`src/rtl/alu4_pkg.sv`:
```
package alu4_pkg;

    typedef enum logic [1:0] {
        FN_AND = 2'b00,
        FN_OR  = 2'b01,
        FN_ARI = 2'b10,
        FN_SLT = 2'b11
    } alu_fn_e;

    typedef struct packed {
        alu_fn_e fn;
        logic    sub;
    } alu_ctl_t;

    function automatic alu_ctl_t decode_ctl(input logic [2:0] raw);
        alu_ctl_t c;
        c.fn  = alu_fn_e'(raw[1:0]);
        c.sub = raw[2];
        return c;
    endfunction

endpackage

```
`src/rtl/alu4_opnd_mux.sv`:
```
module alu4_opnd_mux #(
    parameter int W = 4
) (
    input  logic         clk,
    input  logic [W-1:0] reg_in,
    input  logic [W-1:0] imm_in,
    input  logic         sel,
    output logic [W-1:0] opnd
);
    logic [W-1:0] opnd_d;

    always_comb begin
        opnd_d = reg_in;
        if (sel) begin
            opnd_d = imm_in;
        end
    end

    assign opnd = opnd_d;

    always @(posedge clk) begin

        opnd_src_chk: assert ((opnd == reg_in) || (opnd == imm_in))
            else $error("operand matches neither source");
    end

endmodule

```
`src/rtl/alu4_addsub.sv`:
```
module alu4_addsub #(
    parameter int W = 4
) (
    input  logic         clk,
    input  logic [W-1:0] a,
    input  logic [W-1:0] b,
    input  logic         sub,
    output logic [W-1:0] sum,
    output logic         lt
);
    logic [W-1:0] b_x;
    logic [W-1:0] cin_w;
    logic         ovf;

    always_comb begin
        b_x   = b ^ {W{sub}};
        cin_w = {{(W-1){1'b0}}, sub};
        sum   = a + b_x + cin_w;
        ovf   = (a[W-1] == b_x[W-1]) && (sum[W-1] != a[W-1]);
        lt    = sum[W-1] ^ ovf;
    end

    always @(posedge clk) begin

        add_wrap_chk: assert (sub || ((sum - b) == a))
            else $error("sum inconsistent with operands");

        sub_wrap_chk: assert (!sub || ((sum + b) == a))
            else $error("difference inconsistent with operands");
    end

endmodule

```
`src/rtl/alu4_logic.sv`:
```
module alu4_logic #(
    parameter int W = 4
) (
    input  logic         clk,
    input  logic [W-1:0] a,
    input  logic [W-1:0] b,
    output logic [W-1:0] and_o,
    output logic [W-1:0] or_o
);
    always_comb begin
        and_o = a & b;
        or_o  = a | b;
    end

    always @(posedge clk) begin

        and_sub_chk: assert (((and_o & ~a) == '0) && ((and_o & ~b) == '0))
            else $error("AND output has a bit absent from an operand");

        or_cover_chk: assert (((or_o & a) == a) && ((or_o & b) == b))
            else $error("OR output drops an operand bit");
    end

endmodule

```
`src/rtl/alu4_opsel.sv`:
```
module alu4_opsel
    import alu4_pkg::*;
#(
    parameter int W = 4
) (
    input  logic         clk,
    input  logic [W-1:0] opa,
    input  logic [W-1:0] opb,
    input  logic [W-1:0] opimm,
    input  logic         opnd_sel,
    input  logic [2:0]   ctl,
    output logic [W-1:0] result
);
    localparam logic [W-1:0] ONE = {{(W-1){1'b0}}, 1'b1};

    alu_ctl_t     c_q;
    logic [W-1:0] opnd2;
    logic [W-1:0] sum_w;
    logic         lt_w;
    logic         sub_en;
    logic [W-1:0] and_w;
    logic [W-1:0] or_w;
    logic [W-1:0] res_d;

    assign c_q    = decode_ctl(ctl);
    assign sub_en = c_q.sub || (c_q.fn == FN_SLT);

    alu4_opnd_mux #(.W(W)) i_mux (
        .clk    (clk),
        .reg_in (opb),
        .imm_in (opimm),
        .sel    (opnd_sel),
        .opnd   (opnd2)
    );

    alu4_addsub #(.W(W)) i_addsub (
        .clk (clk),
        .a   (opa),
        .b   (opnd2),
        .sub (sub_en),
        .sum (sum_w),
        .lt  (lt_w)
    );

    alu4_logic #(.W(W)) i_logic (
        .clk   (clk),
        .a     (opa),
        .b     (opnd2),
        .and_o (and_w),
        .or_o  (or_w)
    );

    always_comb begin
        unique case (c_q.fn)
            FN_AND:  res_d = and_w;
            FN_OR:   res_d = or_w;
            FN_ARI:  res_d = sum_w;
            default: res_d = lt_w ? ONE : '0;
        endcase
    end

    assign result = res_d;

    always @(posedge clk) begin

        slt_bool_chk: assert ((c_q.fn != FN_SLT) || (result[W-1:1] == '0))
            else $error("set-less-than result has upper bits set");

        slt_eq_chk: assert ((c_q.fn != FN_SLT) || (opa != opnd2) || (result == '0))
            else $error("equal operands reported as less-than");
    end

endmodule

```
`config.mk`:
```
export PLATFORM = sky130hd
export DESIGN_NAME = alu4_opsel
export DESIGN_NICKNAME = d
export VERILOG_FILES = /design/src/rtl/alu4_pkg.sv /design/src/rtl/alu4_opnd_mux.sv /design/src/rtl/alu4_addsub.sv /design/src/rtl/alu4_logic.sv /design/src/rtl/alu4_opsel.sv
export SDC_FILE = /design/constraint.sdc
export NUM_CORES = 1
export LEC_CHECK = 0
export ABC_AREA = 1
export BUFFER_PORTS_ARGS = -buffer_cell sky130_fd_sc_hd__buf_4
export CAP_MARGIN = 20
export CORE_AREA = 10 10 47 49
export DETAILED_ROUTE_END_ITERATION = 6
export DIE_AREA = 0 0 57 59
export RECOVER_POWER = 50
export REMOVE_ABC_BUFFERS = 1
export SYNTH_ARGS = -nofsm -noshare
export SYNTH_HDL_FRONTEND = slang
export SYNTH_SLANG_ARGS = --single-unit
export TNS_END_PERCENT = 10
```
`constraint.sdc`:
```
create_clock -name vclk -period 1.8
set_input_delay 0.27 -clock vclk [all_inputs]
set_output_delay 0.27 -clock vclk [all_outputs]
set_load 0.03 [all_outputs]
```
==> impl_metrics.env, run 1 <==
export IMPL_status="complete, but fails checks"
export IMPL_violations="negative setup slack"
export IMPL_core_area_sq_um=1400
export IMPL_slew_headroom_pct=85.2
export IMPL_hpwl_microns=1010
export IMPL_fin_nets=121
export IMPL_ir_drop_v=0.000133
export IMPL_setup_tns_ns=-0.575
export IMPL_tightest_slew_ns=0.222
export IMPL_area_growth_synth_to_final_pct=84.6
export IMPL_syn_cell_area_sq_um=358
export IMPL_grt_overflow_total=0
export IMPL_avgViaCountPerCell=4.40
export IMPL_cp_arrival_ns=1.68
export IMPL_io_pin_count=21
export IMPL_cp_top_family="adder cells"
export IMPL_initialDrtViolationCount=8
export IMPL_via_count=506
export IMPL_holdBufCountCts=0
export IMPL_portBuffers=20
export IMPL_fp_dieW_microns=57
export IMPL_synth_most_common_cell="nand2_1"
export IMPL_routed_wl_microns=1120
export IMPL_grt_pass1_wl_microns=2110
export IMPL_fin_hold_ws_ns=0.923
export IMPL_crit_slowest_cell="fa_1"
export IMPL_ys_seq_area_share_pct=0
export IMPL_synth_commonest_cells="nand2_1, inv_1, nand3_1"
export IMPL_drv_cap=0
export IMPL_crit_required_ns=1.53
export IMPL_hold_viol_final=0
export IMPL_synthCells=68
export IMPL_wl_per_cell_microns=9.71
export IMPL_clkbuf_count=0
export IMPL_crit_path_start_kind="input port"
export IMPL_die_h_microns=59
export IMPL_fp_row_count=14
export IMPL_p_leak_nw=0.387
export IMPL_gp_congestion=0.723
export IMPL_cellPowerDensity_nw_per_um2=373
export IMPL_antenna_found_initial=0
export IMPL_synth_top_area_cell="nand2_1"
export IMPL_drc=0
export IMPL_ys_types=16
export IMPL_crit_buf_inv=3
export IMPL_cpPeakStageDelay_ns=0.45
export IMPL_ant_nets=0
export IMPL_crit_fanout=4
export IMPL_synth_top_area_share_pct=29.4
export IMPL_grt_total_usage_pct=6.88
export IMPL_critPathKind="in -> out"
export IMPL_initial_core_util_pct=25.5
export IMPL_rsz0062_at_grt="true"
export IMPL_period_needed_ns=1.95
export IMPL_max_freq_mhz=513
export IMPL_ys_top_cells_by_area="nand2_1, inv_1, nand3_1, ha_1, nand2_2"
export IMPL_finalCritPeriodShare_pct=108
export IMPL_drt_pass1_iterations=4
export IMPL_grt_max_degree=6
export IMPL_drv_slew=0
export IMPL_dieArea_sq_um=3360
export IMPL_hold_class="in -> out"
export IMPL_grt_pass1_vias=560
export IMPL_setup_violations=4
export IMPL_nFlopsAndLatches=0
export IMPL_drive_gt1_share_pct=44.4
export IMPL_fin_ws_ns=-0.149
export IMPL_syn_avg_cell_area_sq_um=5.26
export IMPL_end_kind="output pin"
export IMPL_regArea_sq_um=0
export IMPL_cp_cell_sequence="buf_8, a21oi_4, xnor2_2, buf_4, fa_1, a22oi_1, nand2_1, buf_6"
export IMPL_antenna_cells=0
export IMPL_ys_warn_count=0
kinds of logic (layout without fill, tap and decap cells):
kind of cell	Yosys count	after routing	share of synthesized area, %
XOR/XNOR	4	4	9.79
AND/OR/NAND/NOR	41	41	49.0
AO/OA/AOI/OAI	9	9	17.1
buffers and inverters	11	42	11.5
adder cells (fa/ha/maj)	3	3	12.6
routing by layer:
| layer | track usage (%) | vias up | part of all wire, % |
|---|---|---|---|
| met5 | 0 | - | 0 |
| met4 | 0 | 0 | 0 |
| met3 | 1.07 | 0 | 5.0 |
| met2 | 14.3 | 12 | 50 |
| met1 | 7.38 | 218 | 45 |
| li1 | - | 276 | - |
cells in the final DEF (no fill, tap or decap), types with 2 or more instances in the layout:
cell and count:
buf_4 25, nand2_1 24, inv_1 9, nand2_2 8
nand3_1 6, buf_6 5, o21ai_0 3, nor2_1 2
xor2_1 2, ha_1 2
repair_timing:
action | 4_1_cts | 5_1_grt
hold endpoints to repair | 0 | 0
setup buffers | 1 | 2
gates resized for setup | 9 | 6
cloned | 0 | 0
setup endpoints to repair | 4 | 4
pin swaps | 8 | 9
worst min-delay path, cell delays in order:
cell	delay, ns
buf_4	0.09
o21ai_0	0.08
nand2_1	0.08
buf_6	0.13
layout make-up:
| class | instances | area (sq um) |
|---|---|---|
| fillers | 155 | 741 |
| multi-input cells | 57 | 338 |
| repair buffers | 31 | 259 |
| inverters | 11 | 43.8 |
| well taps | 16 | 20.0 |
worst paths after layout:
check	start	slack, ns	end	cells past startpoint
setup / recovery	ctl[0]	-0.15	result[1]	8
hold / removal	opa[0]	0.92	result[0]	4
per-stage QoR:
step	total power, W	utilization (%)	std cells	setup slack [ns]	instance area, sq um
3_3_place_gp	0.000212	42.0	112	-0.230	588
3_5_place_dp	0.000215	42.0	112	-0.246	588
2_1_floorplan	0.000124	-	68	-0.0278	358
4_1_cts	0.000233	44.7	113	-0.158	627
5_1_grt	0.000274	47.1	115	-0.292	661
6_report	0.000247	47.1	115	-0.149	661
power by group:
group	switching [W]	total, W	internal (W)
sequential	0	0	0
clock	0	0	0
combinational	0.000124	0.000247	0.000123
No activity file was read; power rests on OpenSTA's default activity.
==> inputs of run 2 (changes only) <==
--- a/config.mk
+++ b/config.mk
@@ -6,7 +6,7 @@
 export NUM_CORES = 1
 export LEC_CHECK = 0
 export ABC_AREA = 1
-export BUFFER_PORTS_ARGS = -buffer_cell sky130_fd_sc_hd__buf_4
+export BUFFER_PORTS_ARGS = -buffer_cell sky130_fd_sc_hd__buf_2
 export CAP_MARGIN = 20
 export CORE_AREA = 10 10 47 49
 export DETAILED_ROUTE_END_ITERATION = 6
==> run 2 against run 1 <==
Net effect:
- the flow still finishes with violations (negative setup slack)
- via count increased by 0.99%
- maximum frequency decreased by 2.4%
- power increased by 5.8%
- first-iteration DRC count increased by 13%
- critical path type unchanged
- critical path depth increased by 1
- sequential share of layout area unchanged
- final cell count decreased by 1.7%
==> impl_metrics.env, run 2 (synthesis results as in run 1) <==
export IMPL_layout_commonest_cell="nand2_1"
export IMPL_grt_pass1_wl_microns=2260
export IMPL_hpwl_microns=1030
export IMPL_wl_per_cell_microns=10.4
export IMPL_fp_row_count=14
export IMPL_via_count=511
export IMPL_rsz0062_at_grt="true"
export IMPL_max_freq_mhz=501
export IMPL_end_kind="output pin"
export IMPL_setup_violations=4
export IMPL_met1_length_microns=473
export IMPL_gp_congestion=0.714
export IMPL_hold_class="in -> out"
export IMPL_drt_pass1_iterations=4
export IMPL_stdcell_count=113
export IMPL_io_pin_count=21
export IMPL_portBuffers=20
export IMPL_wl_met2_microns=644
export IMPL_met3WireLength_microns=59
export IMPL_regArea_sq_um=0
export IMPL_final_cell_mix="nand2_1, buf_2, nand2_2"
export IMPL_clkbuf_count=0
export IMPL_crit_path_start_kind="input port"
export IMPL_grt_overflow_total=0
export IMPL_grt_total_usage_pct=7.38
export IMPL_holdBufCountCts=0
export IMPL_violations="negative setup slack"
export IMPL_critPathKind="in -> out"
export IMPL_finalCritPeriodShare_pct=111
export IMPL_fp_dieW_microns=57
export IMPL_fin_nets=119
export IMPL_drc=0
export IMPL_drive_gt1_share_pct=52.6
export IMPL_grt_max_degree=6
export IMPL_cp_arrival_ns=1.73
export IMPL_fin_hold_ws_ns=0.940
export IMPL_period_needed_ns=2.00
export IMPL_initial_core_util_pct=25.5
export IMPL_dieArea_sq_um=3360
export IMPL_initialDrtViolationCount=9
export IMPL_ant_nets=0
export IMPL_post_place_ws_ns=-0.276
export IMPL_crit_fanout=4
export IMPL_ir_drop_v=0.000159
export IMPL_status="complete, but fails checks"
export IMPL_place_area_sq_um=538
export IMPL_postLayoutCellArea_sq_um=667
export IMPL_top_layer_used="met3"
export IMPL_crit_required_ns=1.53
export IMPL_fillers=159
export IMPL_avgViaCountPerCell=4.52
export IMPL_antenna_found_initial=0
export IMPL_p_leak_nw=0.378
export IMPL_dp_cells=112
export IMPL_drv_cap=0
export IMPL_antenna_cells=0
export IMPL_routed_wl_microns=1180
export IMPL_tightest_slew_ns=0.258
export IMPL_drv_slew=0
export IMPL_hold_viol_final=0
export IMPL_cellPowerDensity_nw_per_um2=391
export IMPL_die_h_microns=59
export IMPL_nFlopsAndLatches=0
export IMPL_core_area_sq_um=1400
export IMPL_slew_headroom_pct=82.7
export IMPL_fin_ws_ns=-0.196
export IMPL_grt_pass1_vias=579
export IMPL_area_growth_synth_to_final_pct=86.4
run 2: worst max-delay path, cell delays in order:
cell	delay, ns
buf_8	0.10
a21oi_4	0.23
buf_4	0.15
buf_6	0.09
o21ai_1	0.08
fa_2	0.53
a22oi_2	0.06
nand2_1	0.08
buf_6	0.13
run 2: path summary, 6_finish.rpt:
path	cells after the start	slack, ns	from	end
max	9	-0.20	ctl[0]	result[1]
min	4	0.94	opa[0]	result[0]
run 2: per-stage QoR:
stage	util, %	TNS, ns	total power, W
2_1_floorplan	-	-0.0434	0.000124
4_1_cts	42.6	-0.646	0.000230
6_report	47.6	-0.590	0.000261
5_1_grt	47.6	-0.986	0.000290
3_3_place_gp	38.4	-0.845	0.000197
3_5_place_dp	38.4	-1.03	0.000202
run 2: report_power, final:
group | switching (W) | total (W) | internal (W)
clock | 0 | 0 | 0
sequential | 0 | 0 | 0
combinational | 0.000135 | 0.000261 | 0.000126
run 2: repair_timing:
item | CTS | global route
setup endpoints to repair | 4 | 4
buffers inserted | 0 | 1
pin swaps | 14 | 12
resized for setup | 20 | 15
cloned | 0 | 0
run 2: layout make-up:
| class | count | area, sq um | share of cell area [%] |
|---|---|---|---|
| multi-input combinational | 57 | 380 | 57.0 |
| inverter | 11 | 43.8 | 6.57 |
| tap | 16 | 20.0 | 3.00 |
| timing repair buffer | 29 | 223 | 33.4 |
run 2: layer usage:
layer  vias up  track usage, %
li1        275               -
met1       224            8.16
met2        12            15.2
met3         0           0.858
met4         0               0
met5         -               0
